<file path="config.mk">
export PLATFORM = sky130hd
export DESIGN_NAME = irq_status_bank
export DESIGN_NICKNAME = d
export VERILOG_FILES = /design/src/rtl/irq_bank_pkg.sv /design/src/rtl/irq_addr_decode.sv /design/src/rtl/irq_src_cell.sv /design/src/rtl/irq_read_mux.sv /design/src/rtl/irq_status_bank.sv
export SDC_FILE = /design/constraint.sdc
export NUM_CORES = 1
export LEC_CHECK = 0
export BUFFER_PORTS_ARGS = -buffer_cell sky130_fd_sc_hd__buf_2
export CAP_MARGIN = 10
export CELL_PAD_IN_SITES_DETAIL_PLACEMENT = 2
export CELL_PAD_IN_SITES_GLOBAL_PLACEMENT = 2
export CORE_UTILIZATION = 27
export DETAILED_ROUTE_END_ITERATION = 10
export PLACE_DENSITY_LB_ADDON = 0.1
export RECOVER_POWER = 100
export SLEW_MARGIN = 20
export SYNTH_ARGS = -nofsm -noshare
export SYNTH_HDL_FRONTEND = slang
export SYNTH_SLANG_ARGS = --single-unit
</file>
<file path="constraint.sdc">
create_clock -name clk_i -period 1.63 [get_ports clk_i]
set_input_delay 0 -clock clk_i [delete_from_list [all_inputs] [get_ports clk_i]]
set_output_delay 0 -clock clk_i [all_outputs]
set_load 0.05 [all_outputs]
</file>
<file path="src/rtl/irq_bank_pkg.sv">
package irq_bank_pkg;

    localparam int NUM_SRC = 12;

    localparam int SRC_RX_FULL  = 2;
    localparam int SRC_TX_EMPTY = 4;

    localparam logic [NUM_SRC-1:0] LEVEL_SRC =
        (NUM_SRC'(1) << SRC_RX_FULL) | (NUM_SRC'(1) << SRC_TX_EMPTY);
    localparam logic [NUM_SRC-1:0] LATCH_SRC = ~LEVEL_SRC;

    localparam int OFS_MASKED   = 'h2C;
    localparam int OFS_MASK     = 'h30;
    localparam int OFS_RAW      = 'h34;
    localparam int OFS_CLR_ALL  = 'h40;
    localparam int OFS_CLR_BASE = 'h44;
    localparam int CLR_STRIDE   = 4;

    // Position of a latched source among the latched sources, in ascending order.
    function automatic int clr_slot(input int src);
        int n;
        n = 0;
        for (int k = 0; k < src; k++) begin
            if (LATCH_SRC[k]) n++;
        end
        return n;
    endfunction

endpackage

</file>
<file path="src/rtl/irq_addr_decode.sv">
module irq_addr_decode
    import irq_bank_pkg::*;
#(
    parameter int ADDR_W = 8
) (
    input  logic               en_i,
    input  logic               we_i,
    input  logic [ADDR_W-1:0]  addr_i,
    output logic               rd_masked_o,
    output logic               rd_mask_o,
    output logic               rd_raw_o,
    output logic               wr_mask_o,
    output logic               clr_all_o,
    output logic [NUM_SRC-1:0] clr_one_o
);

    logic rd;
    assign rd = en_i & ~we_i;

    assign rd_masked_o = rd && (addr_i == ADDR_W'(OFS_MASKED));
    assign rd_mask_o   = rd && (addr_i == ADDR_W'(OFS_MASK));
    assign rd_raw_o    = rd && (addr_i == ADDR_W'(OFS_RAW));
    assign clr_all_o   = rd && (addr_i == ADDR_W'(OFS_CLR_ALL));
    assign wr_mask_o   = en_i && we_i && (addr_i == ADDR_W'(OFS_MASK));

    for (genvar i = 0; i < NUM_SRC; i++) begin : g_clr
        if (LATCH_SRC[i]) begin : g_latched
            localparam int SLOT = clr_slot(i);
            localparam int CLR_ADDR = OFS_CLR_BASE + CLR_STRIDE * SLOT;
            assign clr_one_o[i] = rd && (addr_i == ADDR_W'(CLR_ADDR));
        end else begin : g_level
            assign clr_one_o[i] = 1'b0;
        end
    end

endmodule

</file>
<file path="src/rtl/irq_src_cell.sv">
module irq_src_cell (
    input  logic clk_i,
    input  logic rst_ni,
    input  logic evt_i,
    input  logic clr_i,
    output logic bit_o,
    output logic next_o
);

    logic latched_d, latched_q;

    // A new event overrides a clear in the same cycle.
    always_comb begin
        latched_d = evt_i | (latched_q & ~clr_i);
    end

    always_ff @(posedge clk_i or negedge rst_ni) begin
        if (!rst_ni) latched_q <= 1'b0;
        else         latched_q <= latched_d;
    end

    assign bit_o  = latched_q;
    assign next_o = latched_d;

endmodule

</file>
<file path="src/rtl/irq_read_mux.sv">
module irq_read_mux
    import irq_bank_pkg::*;
#(
    parameter int DATA_W = 32
) (
    input  logic               rd_masked_i,
    input  logic               rd_mask_i,
    input  logic               rd_raw_i,
    input  logic               clr_all_i,
    input  logic [NUM_SRC-1:0] clr_one_i,
    input  logic [NUM_SRC-1:0] raw_i,
    input  logic [NUM_SRC-1:0] mask_i,
    output logic [DATA_W-1:0]  rdata_o
);

    always_comb begin
        rdata_o = '0;
        if (rd_raw_i) begin
            rdata_o = DATA_W'(raw_i);
        end else if (rd_mask_i) begin
            rdata_o = DATA_W'(mask_i);
        end else if (rd_masked_i) begin
            rdata_o = DATA_W'(raw_i & mask_i);
        end else if (clr_all_i) begin
            rdata_o = DATA_W'(|(raw_i & LATCH_SRC));
        end else if (|clr_one_i) begin
            rdata_o = DATA_W'(|(raw_i & clr_one_i));
        end
    end

endmodule

</file>
<file path="src/rtl/irq_status_bank.sv">
module irq_status_bank
    import irq_bank_pkg::*;
#(
    parameter int ADDR_W = 8,
    parameter int DATA_W = 32
) (
    input  logic               clk_i,
    input  logic               rst_ni,
    input  logic [NUM_SRC-1:0] evt_i,
    input  logic               rx_full_i,
    input  logic               tx_empty_i,
    input  logic               reg_en_i,
    input  logic               reg_we_i,
    input  logic [ADDR_W-1:0]  reg_addr_i,
    input  logic [DATA_W-1:0]  reg_wdata_i,
    output logic [DATA_W-1:0]  reg_rdata_o,
    output logic               irq_o
);

    typedef struct packed {
        logic [NUM_SRC-1:0] mask;
        logic               irq;
        logic [DATA_W-1:0]  rdata;
    } bank_state_t;

    bank_state_t state_d, state_q;

    logic               rd_masked, rd_mask, rd_raw, wr_mask, clr_all;
    logic [NUM_SRC-1:0] clr_one;
    logic [NUM_SRC-1:0] raw_view;
    logic [NUM_SRC-1:0] raw_next;
    logic [DATA_W-1:0]  rdata_mux;

    logic unused_inputs;
    assign unused_inputs = ^(evt_i & LEVEL_SRC) ^ ^reg_wdata_i[DATA_W-1:NUM_SRC];

    irq_addr_decode #(.ADDR_W(ADDR_W)) u_decode (
        .en_i        (reg_en_i),
        .we_i        (reg_we_i),
        .addr_i      (reg_addr_i),
        .rd_masked_o (rd_masked),
        .rd_mask_o   (rd_mask),
        .rd_raw_o    (rd_raw),
        .wr_mask_o   (wr_mask),
        .clr_all_o   (clr_all),
        .clr_one_o   (clr_one)
    );

    for (genvar i = 0; i < NUM_SRC; i++) begin : g_src
        if (i == SRC_RX_FULL) begin : g_rx_full
            assign raw_view[i] = rx_full_i;
            assign raw_next[i] = rx_full_i;
        end else if (i == SRC_TX_EMPTY) begin : g_tx_empty
            assign raw_view[i] = tx_empty_i;
            assign raw_next[i] = tx_empty_i;
        end else begin : g_latched
            irq_src_cell u_cell (
                .clk_i  (clk_i),
                .rst_ni (rst_ni),
                .evt_i  (evt_i[i]),
                .clr_i  (clr_one[i] | clr_all),
                .bit_o  (raw_view[i]),
                .next_o (raw_next[i])
            );
        end
    end

    irq_read_mux #(.DATA_W(DATA_W)) u_rmux (
        .rd_masked_i (rd_masked),
        .rd_mask_i   (rd_mask),
        .rd_raw_i    (rd_raw),
        .clr_all_i   (clr_all),
        .clr_one_i   (clr_one),
        .raw_i       (raw_view),
        .mask_i      (state_q.mask),
        .rdata_o     (rdata_mux)
    );

    always_comb begin
        state_d       = state_q;
        state_d.rdata = rdata_mux;
        if (wr_mask) begin
            state_d.mask = reg_wdata_i[NUM_SRC-1:0];
        end
        state_d.irq = |(raw_next & state_d.mask);
    end

    always_ff @(posedge clk_i or negedge rst_ni) begin
        if (!rst_ni) begin
            state_q.mask  <= '1;
            state_q.irq   <= 1'b0;
            state_q.rdata <= '0;
        end else begin
            state_q <= state_d;
        end
    end

    assign reg_rdata_o = state_q.rdata;
    assign irq_o       = state_q.irq;

endmodule

</file>
After elaboration in Yosys (flattened, before gate mapping)
Cells that the tools add are included.
{"block": "totals", "regBits": 55, "latchBits": 0, "ram_bits": 0, "romBits": 0, "in_bits": 58, "wordCells": 98, "mem_count": 0}
{"block": "op_classes", "addsub": 0, "n_mul": 0, "div_mod_pow": 0, "magnitude_cmp": 0, "n_eq_ne": 14, "shifts": 0, "n_mux": 6, "bitwise": 45, "reduce_logical": 20}
{"op": "two-way mux 32 bit", "n": 4}
{"op": "== test 8 x 7 -> 1 bit, second input constant", "n": 11}
{"op": "AND 12 bit", "n": 3}
{"op": "== test 8 x 6 -> 1 bit, second input constant", "n": 3}
{"op": "OR reduction 12 bit", "n": 2}
{"op": "bitwise OR 1 bit", "n": 20}
{"op": "OR reduction 10 bit", "n": 2}
{"op": "logical AND 1 bit", "n": 16}
{"op": "two-way mux 12 bit", "n": 1}
{"op": "AND 1 bit", "n": 11}
{"op": "inverter 1 bit", "n": 11}
{"op": "two-way mux 1 bit", "n": 1}

Depth between registers and ports, before layout
Gate-level depths: netlist of the first run.
{"block": "logic_depth", "word_depth": 10, "ltp_mapped": 7, "ltp_nobuf": 5}

Modules after synthesis
From an unflattened synthesis of the first run, not the netlist that was laid out.
{"block": "unflattened", "cells_unflattened": 232, "area_unflattened_um2": 2782.7}
{"mod": "irq_status_bank", "n_inst": 1, "cells_per_inst": 107, "area_per_inst_um2": 1669.1}
{"mod": "irq_read_mux", "n_inst": 1, "cells_per_inst": 64, "area_per_inst_um2": 490.5}
{"mod": "irq_src_cell", "n_inst": 10, "cells_per_inst": 3, "area_per_inst_um2": 36.3}
{"mod": "irq_addr_decode", "n_inst": 1, "cells_per_inst": 31, "area_per_inst_um2": 260.2}

Least setup slack after synthesis of the first run
Ideal clock, no wire load.
{"block": "synth_timing", "path_kind": "input to register", "startpoint": "input port reg_addr_i[1]", "endpoint": "register state_q, in the netlist irq_o", "setup_ns": 0.148, "arrival_ns": 1.645, "required_time_ns": 1.482, "setup_slack_ns": -0.163, "stages": 6, "n_path_buf": 1, "cell_sequence": "or2_2 -> clkbuf_1 -> nor3_2 -> mux2_2 -> a2111oi_0 -> nand4_1"}
{"element": "start: declaration", "line_no": "irq_status_bank.sv:14", "text": "input logic [ADDR_W-1:0] reg_addr_i,"}
{"element": "end signal: assignment", "line_no": "irq_status_bank.sv:94", "text": "state_q <= state_d;"}
{"element": "end: declaration", "line_no": "irq_status_bank.sv:26", "text": "bank_state_t state_d, state_q;"}

Worst setup path in the final report of the first run
{"block": "layout_timing", "startpoint": "input port reg_addr_i[0]", "endpoint": "register state_q, in the netlist reg_rdata_o[0]"}
{"block": "layout_via", "elab_chain_len": 9, "elab_cells_between_ends": 36, "cone_classes": "eq/ne (14); mux (5); bitwise (1); reduce/logical (16)"}
{"element": "== test 8 x 7 -> 1 bit", "line_no": "irq_addr_decode.sv:30", "text": "assign clr_one_o[i] = rd && (addr_i == ADDR_W'(CLR_ADDR));"}
{"element": "logical AND 1 bit", "line_no": "irq_addr_decode.sv:30"}
{"element": "AND 12 bit", "line_no": "irq_read_mux.sv:27", "text": "rdata_o = DATA_W'(|(raw_i & clr_one_i));"}
{"element": "OR reduction 12 bit", "line_no": "irq_read_mux.sv:27"}
{"element": "two-way mux 1 bit", "line_no": "irq_read_mux.sv:26", "text": "end else if (|clr_one_i) begin"}
{"element": "two-way mux 32 bit", "line_no": "irq_read_mux.sv:24", "text": "end else if (clr_all_i) begin"}
{"element": "two-way mux 32 bit", "line_no": "irq_read_mux.sv:22", "text": "end else if (rd_masked_i) begin"}
{"element": "two-way mux 32 bit", "line_no": "irq_read_mux.sv:20", "text": "end else if (rd_mask_i) begin"}
{"element": "two-way mux 32 bit *", "line_no": "irq_read_mux.sv:18", "text": "if (rd_raw_i) begin"}
{"element": "net rdata_mux[0]", "line_no": "irq_status_bank.sv:32", "text": "logic [DATA_W-1:0] rdata_mux;"}
Mark *: on every way through the listed nets, which the timed path passes. The rest lies on a longest branch.

==> flow_summary.toml, run 1 <==
[grt]
grt_overflow = 0
grt_busiest_layer = "met2"
grt_pass1_vias = 2106
grt_max_degree = 36
grt_use_met3_pct = 2.49
grtUsageMet1_pct = 23.6
grt_pass1_wl_um = 11300
antenna_found_initial = 0
met2_usage_pct = 30.8
grt_usage_pct = 17.7

[logic_synthesis]
synth-seq-cells = 35
synth_area_mm2 = 0.00217
avgSynthCellArea_um2 = 9.49
synth_xor_area_share_pct = 2.01
ys_seq_area_share_pct = 41.0
async_flop_share_pct = 100
synth.area.top_cells = "dfrtp_1 26%, dfstp_2 15%, buf_4 11%"
synth.most_common_cell = "buf_4"
synthTopCellsByCount = "33 x buf_4, 23 x dfrtp_1, 23 x nand2_1, 18 x nor2_1, 14 x a21oi_1"
synthAdderAreaFrac_pct = 0
ys.warnings.count = 0
synth_cell_types = 47
muxShareOfSynthArea_pct = 5.53
synth_edf_count = 0
syn_inst = 229
synth_compound_area_share_pct = 16.1
ys.flop_type = "dfrtp_1"
synth_simple_gate_area_share_pct = 20.3
synth_top_family_by_area = "simple AND/OR/NAND/NOR gates"
netlist.top_cell.by_area = "dfrtp_1"
synth_top_area_share_pct = 26.5

[floorplan]
dieWidth_um = 91.7
die_h_um = 91.7
core_area_mm2 = 0.00777
ioPinCount = 91
placementRows = 32
die_area_mm2 = 0.00841
start_util_pct = 28.0

[timing]
fin_ws_ns = 0.0647
slew_violations = 0
hold_viol = 0
fin_crit_ns = 1.57
relSlewSlack_pct = 39.9
fin_crit_sh_pct = 96.0
final-setup-viol-count = 0
fmax_mhz = 639
worstMarginPinSlew_ns = 0.902
setup-tns-final_ns = 0
fin_worst_skew_ns = 0.00597
hold-worst-slack_ns = 0.00432

[placed_design]
portBuffers = 48
placed_cells = 391
place_congestion = 0.757
place_hpwl_um = 5310
dp_slack_ns = -0.324

[detailed_routing]
drt_first_pass_iters = 4
ant_nets = 0
post_drt_wl_per_cell_um = 16.8
vias_per_cell = 4.66
first_iter_violations = 45
wl_um = 7110
drcViolationCount = 0
vias = 1972

[cts]
cts_tree = "built"
clk_pin_slew_ns = 0.08
htreeDepth = 2
cts-root-buf = "clkbuf_8"
numCtsBuffers = 5
clock_latency_ns = 0.29
clock-sinks = 35
clockBufferDepth = 2

[worst_hold_path]
hp-start = "evt_i[6]"
hp-class = "in2reg"

[pwr]
leakage_nw = 1.38
power.density_mw_per_mm2 = 653
peakVddDrop_mv = 0.293

[worst_setup_path]
r2r-start = "g_src[5].g_latched.u_cell.bit_o"
worst_setup_path_end_kind = "register"
arrival_ns = 1.74
critPathLaunch = "reg_addr_i[0]"
crit_required_ns = 1.80
crit_type = "in2reg"
start_kind = "input port"
cp_max_fo = 13

[final_layout]
fin_util_pct = 38.7
finalNetCount = 378
drive_gt1_share_pct = 35.2
antenna_cells = 0
synthToLayoutAreaGrowth_pct = 38.3
instances_no_fill = 423

[job]
max-cap-violations = 0

[outcome]
status = "finished, final reports clean"
-- registers in the layout, indices dropped and copies added (netlist names) --
name / count
g_src.g_latched.u_cell.bit_o: 10
irq_o: 1
state_q: 12
reg_rdata_o: 12
-- power by group --
group	internal [W]	total, W	switching (W)
clock	0.000299	0.000652	0.000352
sequential	0.000890	0.000899	0.00000968
combinational	0.000151	0.000413	0.000262
total	0.00134	0.00196	0.000624
-- cells by family after synthesis --
family	Yosys count
other	1
xor gates and xnor gates	5
and+or+nand+nor	81
buffers and inverters	52
AOI/OAI and AO/OA	45
muxes	10
DFF	35
-- cell type report --
| cell class | count | area (µm²) |
|---|---|---|
| multi-input combinational | 161 | 1120 |
| clock buffer | 6 | 72.6 |
| fill | 885 | 4760 |
| timing repair buffer | 111 | 758 |
| sequential | 35 | 891 |
| clock inverter | 2 | 12.5 |
| inverter | 6 | 22.5 |
| tap | 102 | 128 |
-- placed cells by master, fill, tap and decap left out, drive strengths merged, types with 12 or more instances in the layout --
cell type	instances
clkbuf	21
dfstp	12
a21oi	14
conb	20
dlygate4sd3	22
nand2	23
nor2	18
buf	74
dfrtp	23
-- worst paths after layout --
check	slack, ns	endpoint	depth (start not counted)
worst max register to register	0.13	reg_rdata_o[0]	6
min in group asynchronous	0.45	g_src[9].g_latched.u_cell.bit_o	3
worst min-delay path	0.004	g_src[6].g_latched.u_cell.bit_o	2
max in group asynchronous	0.63	g_src[0].g_latched.u_cell.bit_o	3
worst max-delay path	0.06	reg_rdata_o[0]	8
worst min register to register	0.50	state_q[35]	2
-- metal layers --
layer  up-vias  share of wire, %
li1        944                 -
met1       969                48
met2        54                48
met3         5               3.2
met4         0              0.70
met5         -                 0
-- critical path: stages --
cell,delay (ns)
buf_2,0.11
or4b_4,0.62
buf_4,0.18
a2111oi_4,0.22
buf_4,0.27
nand2b_1,0.08
a21oi_1,0.20
a221oi_2,0.05
-- what timing repair did --
item / in CTS / in global routing
hold buffers: 22 / 0
gates resized for setup: 1 / 3
setup buffers: 0 / 2
pin swaps: 0 / 4
endpoints found under the hold margin: 44 / 0
endpoints found under the setup margin: 1 / 2
-- metrics by stage --
step                      total power (W)  instance area (µm²)
after floorplan                   0.00119                 2330
after global placement            0.00129                 2690
after CTS                         0.00198                 3000
after global routing              0.00205                 3010
final                             0.00196                 3010
after detailed placement          0.00129                 2690
Note: power is estimated with default switching activity, not from simulation.
==> inputs of run 2 (changes only) <==
Settings changed: ABC_AREA from default to 1, CORE_UTILIZATION 27 to 26.
==> flow_summary.toml, run 2 <==
[logic_synthesis]
netlist.top_cell.by_area = "dfrtp_1"
synthTopCellsByCount = "73 x nand2_1, 33 x buf_4, 32 x inv_1, 24 x nand3_1, 23 x dfrtp_1"
synth.most_common_cell = "nand2_1"
ys.flop_type = "dfrtp_1"
async_flop_share_pct = 100
synth_cell_types = 24
syn_inst = 286
ys.warnings.count = 0
synth_edf_count = 0
synth_area_mm2 = 0.00222
synth-seq-cells = 35
synth_top_area_share_pct = 25.9
ys_seq_area_share_pct = 40.1
avgSynthCellArea_um2 = 7.76
synth.area.top_cells = "dfrtp_1 26%, dfstp_2 14%, nand2_1 12%"

[detailed_routing]
drcViolationCount = 0
first_iter_violations = 44
drt_first_pass_iters = 4
ant_nets = 0
wl_um = 6490
post_drt_wl_per_cell_um = 14.1
vias_per_cell = 4.26
vias = 1963

[floorplan]
ioPinCount = 91
die_h_um = 94.4
die_area_mm2 = 0.00891
placementRows = 33
start_util_pct = 26.9
dieWidth_um = 94.4
core_area_mm2 = 0.00826

[placed_design]
placed_cells = 432
portBuffers = 48
place_congestion = 0.792
placed_cell_area_mm2 = 0.00246
place_hpwl_um = 4950
dp_slack_ns = 0.110

[worst_setup_path]
worst_setup_path_end_kind = "register"
cpMostUsedCell = "nand2_1"
arrival_ns = 1.49
worst-path-buf-inv = 3
cp_max_fo = 6
crit_type = "in2reg"
crit_family = "simple AND/OR/NAND/NOR gates"
cp_slowest_stage_delay_ns = 0.33
start_kind = "input port"
crit_required_ns = 1.79
cp_slowest_cell = "nor2_1"
critical_path.cell_chain = "buf_2 -> inv_1 -> nand2_1 -> nor2_1 -> inv_2 -> nor2_4 -> nand2_2 -> nand2_1 -> nand2_1 -> nand2_1 -> nand2_1 -> nor2_1 -> nand3_1"

[timing]
fin_crit_sh_pct = 81.9
final-setup-viol-count = 0
setup-tns-final_ns = 0
rsz0062_at_grt = "no"
fin_ws_ns = 0.295
fmax_mhz = 749
relSlewSlack_pct = 37.7
slew_violations = 0
hold_viol = 0
fin_crit_ns = 1.33
fin_worst_skew_ns = 0.00346
worstMarginPinSlew_ns = 0.934

[final_layout]
layout_common_cells = "75 x nand2_1, 34 x buf_2, 32 x inv_1"
drive_gt1_share_pct = 25.6
fillCellCount = 1003
multi_input_area_um2 = 932
fin_area_mm2 = 0.00270
finalNetCount = 414
antenna_cells = 0
instances_no_fill = 461
synthToLayoutAreaGrowth_pct = 21.5
final_common_cell = "nand2_1"
seq_area_um2 = 891
fin_util_pct = 32.7

[grt]
grt_pass1_wl_um = 10700
grt_overflow = 0
grt_pass1_vias = 2138
antenna_found_initial = 0
grt_max_degree = 36
grt_usage_pct = 16.1

[cts]
clock_latency_ns = 0.29
post_cts_buffers = 0
clockBufferDepth = 2
numCtsBuffers = 5
cts_tree = "built"
cts-root-buf = "clkbuf_8"
clock-sinks = 35
clk_pin_slew_ns = 0.07
htreeDepth = 2

[pwr]
peakVddDrop_mv = 0.210
leakage_nw = 1.43
power.density_mw_per_mm2 = 688

[worst_hold_path]
hp-class = "in2reg"

[job]
max-cap-violations = 0

[outcome]
status = "finished, final reports clean"
==> run 2: cell count changes in the layout (fill, tap and decap cells not counted), sizes merged, moves of 7 or more <==
| cell | before | now |
|---|---|---|
| nand2 | 23 | 82 |
| buf | 74 | 42 |
| inv | 6 | 38 |
| nand3 | 3 | 34 |
| nor2 | 18 | 32 |
| o31ai | 8 | 0 |
| nand4 | 8 | 1 |
| o21ai | 0 | 7 |
==> run 2: per-stage QoR <==
stage	power [W]	hold slack (ns)
4_1_cts	0.00190	0.000434
6_report	0.00185	0.00343
3_3_place_gp	0.00118	0.0760
3_5_place_dp	0.00118	0.0829
5_1_grt	0.00193	0.0303
2_1_floorplan	0.00113	-0.296
==> run 2: final cells by class <==
type | count | share of cell area, %
tap | 105 | 4.87
sequential | 35 | 33.0
multi-input combinational | 196 | 34.6
inverter | 39 | 5.43
timing repair buffer | 79 | 18.8
clock inverter | 1 | 0.186
clock buffer | 6 | 3.06
==> run 2: worst register-to-register path, stage by stage (launching register included) <==
cell and delay, ns:
dfrtp_1 0.43, nor2_1 0.15, nand4_1 0.11, nor2_1 0.12, nor2_1 0.05, nor2_1 0.08, nand3_1 0.09, nand2_1 0.07
nand2_1 0.04
==> run 2: kinds of logic (layout without fill, tap and decap cells) <==
group,count (synthesis),count (layout),synth area share [%]
compound gates,23,23,6.20
buf+inv,74,125,18.8
flops,35,35,40.1
other cells,1,20,0.169
simple gates,153,153,34.7
==> run 2: power by group <==
group,internal [W],switching [W]
combinational,0.0000923,0.000212
sequential,0.000885,0.00000541
clock,0.000332,0.000328
==> run 2: path summary, 6_finish.rpt <==
check | depth (start not counted) | to | startpoint | slack (ns)
max | 13 | irq_o | reg_addr_i[6] | 0.30
min | 3 | reg_rdata_o[2] | rx_full_i | 0.003
max reg2reg | 8 | reg_rdata_o[0] | g_src[7].g_latched.u_cell.bit_o | 0.40
min reg2reg | 2 | state_q[43] | state_q[43] | 0.50
max in group asynchronous | 3 | g_src[7].g_latched.u_cell.bit_o | rst_ni | 0.59
min in group asynchronous | 3 | reg_rdata_o[2] | rst_ni | 0.46
==> run 2: repair_timing <==
action | CTS | global route
hold buffers | 22 | 0
hold endpoints to repair | 44 | 0
gates resized for setup | 0 | 0
==> run 2: layer usage <==
layer / up-vias / wire length (µm) / GRT usage (%)
li1: 970 / - / -
met1: 947 / 2970 / 20.0
met2: 40 / 3270 / 29.0
met3: 6 / 171 / 2.01
met4: 0 / 74 / 4.23
met5: - / 0 / 0
==> inputs of run 3 (changes only) <==
Clock period 1.63 ns to 1.25 ns, I/O delays scaled along.
==> flow_summary.toml, run 3 (synthesized netlist as in run 2, its figures left out) <==
[cts]
numCtsBuffers = 5
clock_latency_ns = 0.29
clockBufferDepth = 2
cts-root-buf = "clkbuf_8"
clk_pin_slew_ns = 0.07
htreeDepth = 2
clock-sinks = 35
cts_tree = "built"

[final_layout]
fin_area_mm2 = 0.00294
layout_common_cells = "74 x nand2_1, 33 x buf_2, 31 x inv_1"
finalNetCount = 440
drive_gt1_share_pct = 32.9
fin_util_pct = 35.7
synthToLayoutAreaGrowth_pct = 32.6
final_common_cell = "nand2_1"
fillCellCount = 1009
antenna_cells = 0

[worst_setup_path]
start_kind = "register"
cp_slowest_cell = "dfrtp_1"
cp_max_fo = 2
rr_worst_depth = 8
r2r-start = "g_src[7].g_latched.u_cell.bit_o"
rrSetupSlack_ns = 0.06
cpMostUsedCell = "nor2_1"
critical_path.cell_chain = "nor2_2 -> nand4_1 -> nor2_1 -> nor2_1 -> nor2_1 -> nand3_1 -> nand2_1 -> nand2_1"
worst_setup_path_end_kind = "register"
cp_slowest_stage_delay_ns = 0.39
crit_type = "reg2reg"
arrival_ns = 1.37
r2r-end = "reg_rdata_o[0]"
crit_required_ns = 1.43

[timing]
slew_violations = 0
final-setup-viol-count = 0
worstMarginPinSlew_ns = 0.634
fin_ws_ns = 0.0587
fin_crit_sh_pct = 95.3
hold-worst-slack_ns = 0.0662
relSlewSlack_pct = 57.9
fmax_mhz = 839
hold_viol = 0
fin_worst_skew_ns = 0.00420
rsz0062_at_grt = "yes"
fin_crit_ns = 1.19

[grt]
grt_pass1_wl_um = 11000
grt_pass1_vias = 2157
grt_overflow = 0
grt_usage_pct = 16.6
antenna_found_initial = 0
grt_max_degree = 20

[placed_design]
place_congestion = 0.791
placed_cell_area_mm2 = 0.00262
place_hpwl_um = 5460
portBuffers = 48
dp_slack_ns = -0.180

[detailed_routing]
drcViolationCount = 0
ant_nets = 0
vias = 2070
first_iter_violations = 62
post_drt_wl_per_cell_um = 14.0
drt_first_pass_iters = 4
vias_per_cell = 4.24
wl_um = 6820

[worst_hold_path]
hp-start = "reg_wdata_i[4]"
hp-class = "in2reg"
hold_end = "state_q[37]"
hold_depth = 4

[pwr]
peakVddDrop_mv = 0.424
leakage_nw = 1.58
power.density_mw_per_mm2 = 852

[floorplan]
ioPinCount = 91
die_h_um = 94.4
dieWidth_um = 94.4
start_util_pct = 26.9
placementRows = 33
die_area_mm2 = 0.00891
core_area_mm2 = 0.00826

[job]
max-cap-violations = 0

[outcome]
status = "finished, final reports clean"
[run 3: through the flow]
stage / total power, W / setup TNS (ns) / cells
2_1_floorplan: 0.00147 / 0 / 305
3_3_place_gp: 0.00157 / -1.12 / 451
3_5_place_dp: 0.00157 / -1.42 / 451
4_1_cts: 0.00255 / 0 / 483
5_1_grt: 0.00263 / -0.250 / 488
6_report: 0.00251 / 0 / 488
[run 3: worst max-delay path by stage]
stage,startpoint,endpoint,cells after the start
floorplan,g_src[7].g_latched.u_cell.bit_o,reg_rdata_o[0],8
global placement,reg_addr_i[3],irq_o,12
detailed placement,reg_we_i,reg_rdata_o[1],9
CTS,g_src[9].g_latched.u_cell.bit_o,reg_rdata_o[0],8
global route,g_src[7].g_latched.u_cell.bit_o,reg_rdata_o[0],8
finish,g_src[7].g_latched.u_cell.bit_o,reg_rdata_o[0],8
[run 3: layout make-up]
class / instances / area, µm² / area share, %
clock buffers: 8 / 100 / 3.40
well taps: 105 / 131 / 4.46
inverters: 39 / 146 / 4.97
flip-flops and latches: 35 / 892 / 30.3
multi-input cells: 196 / 970 / 32.9
repair buffers: 105 / 704 / 23.9
[run 3: report_power, final]
group,internal [W],switching (W)
clock,0.000503,0.000411
combinational,0.000142,0.000289
sequential,0.00116,0.00000828
[run 3: routing by layer]
layer,global-route usage (%),wire length [µm],part of all wire [%]
met5,0,0,0
met4,4.23,79,1.2
met1,21.5,3170,46
met3,2.42,175,2.6
met2,28.6,3400,50
[run 3: critical path: cells and delay by family (launching register included)]
kind	cells	cell delay, ns
AND/OR/NAND/NOR	8	0.68
flip-flops	1	0.39
[run 3: what timing repair did]
action | in CTS | in global routing
hold buffers | 23 | 0
endpoints found under the setup margin | 1 | 2
setup buffers | 1 | 5
hold endpoints to repair | 33 | 0
pin swaps | 0 | 2
resized for setup | 0 | 6
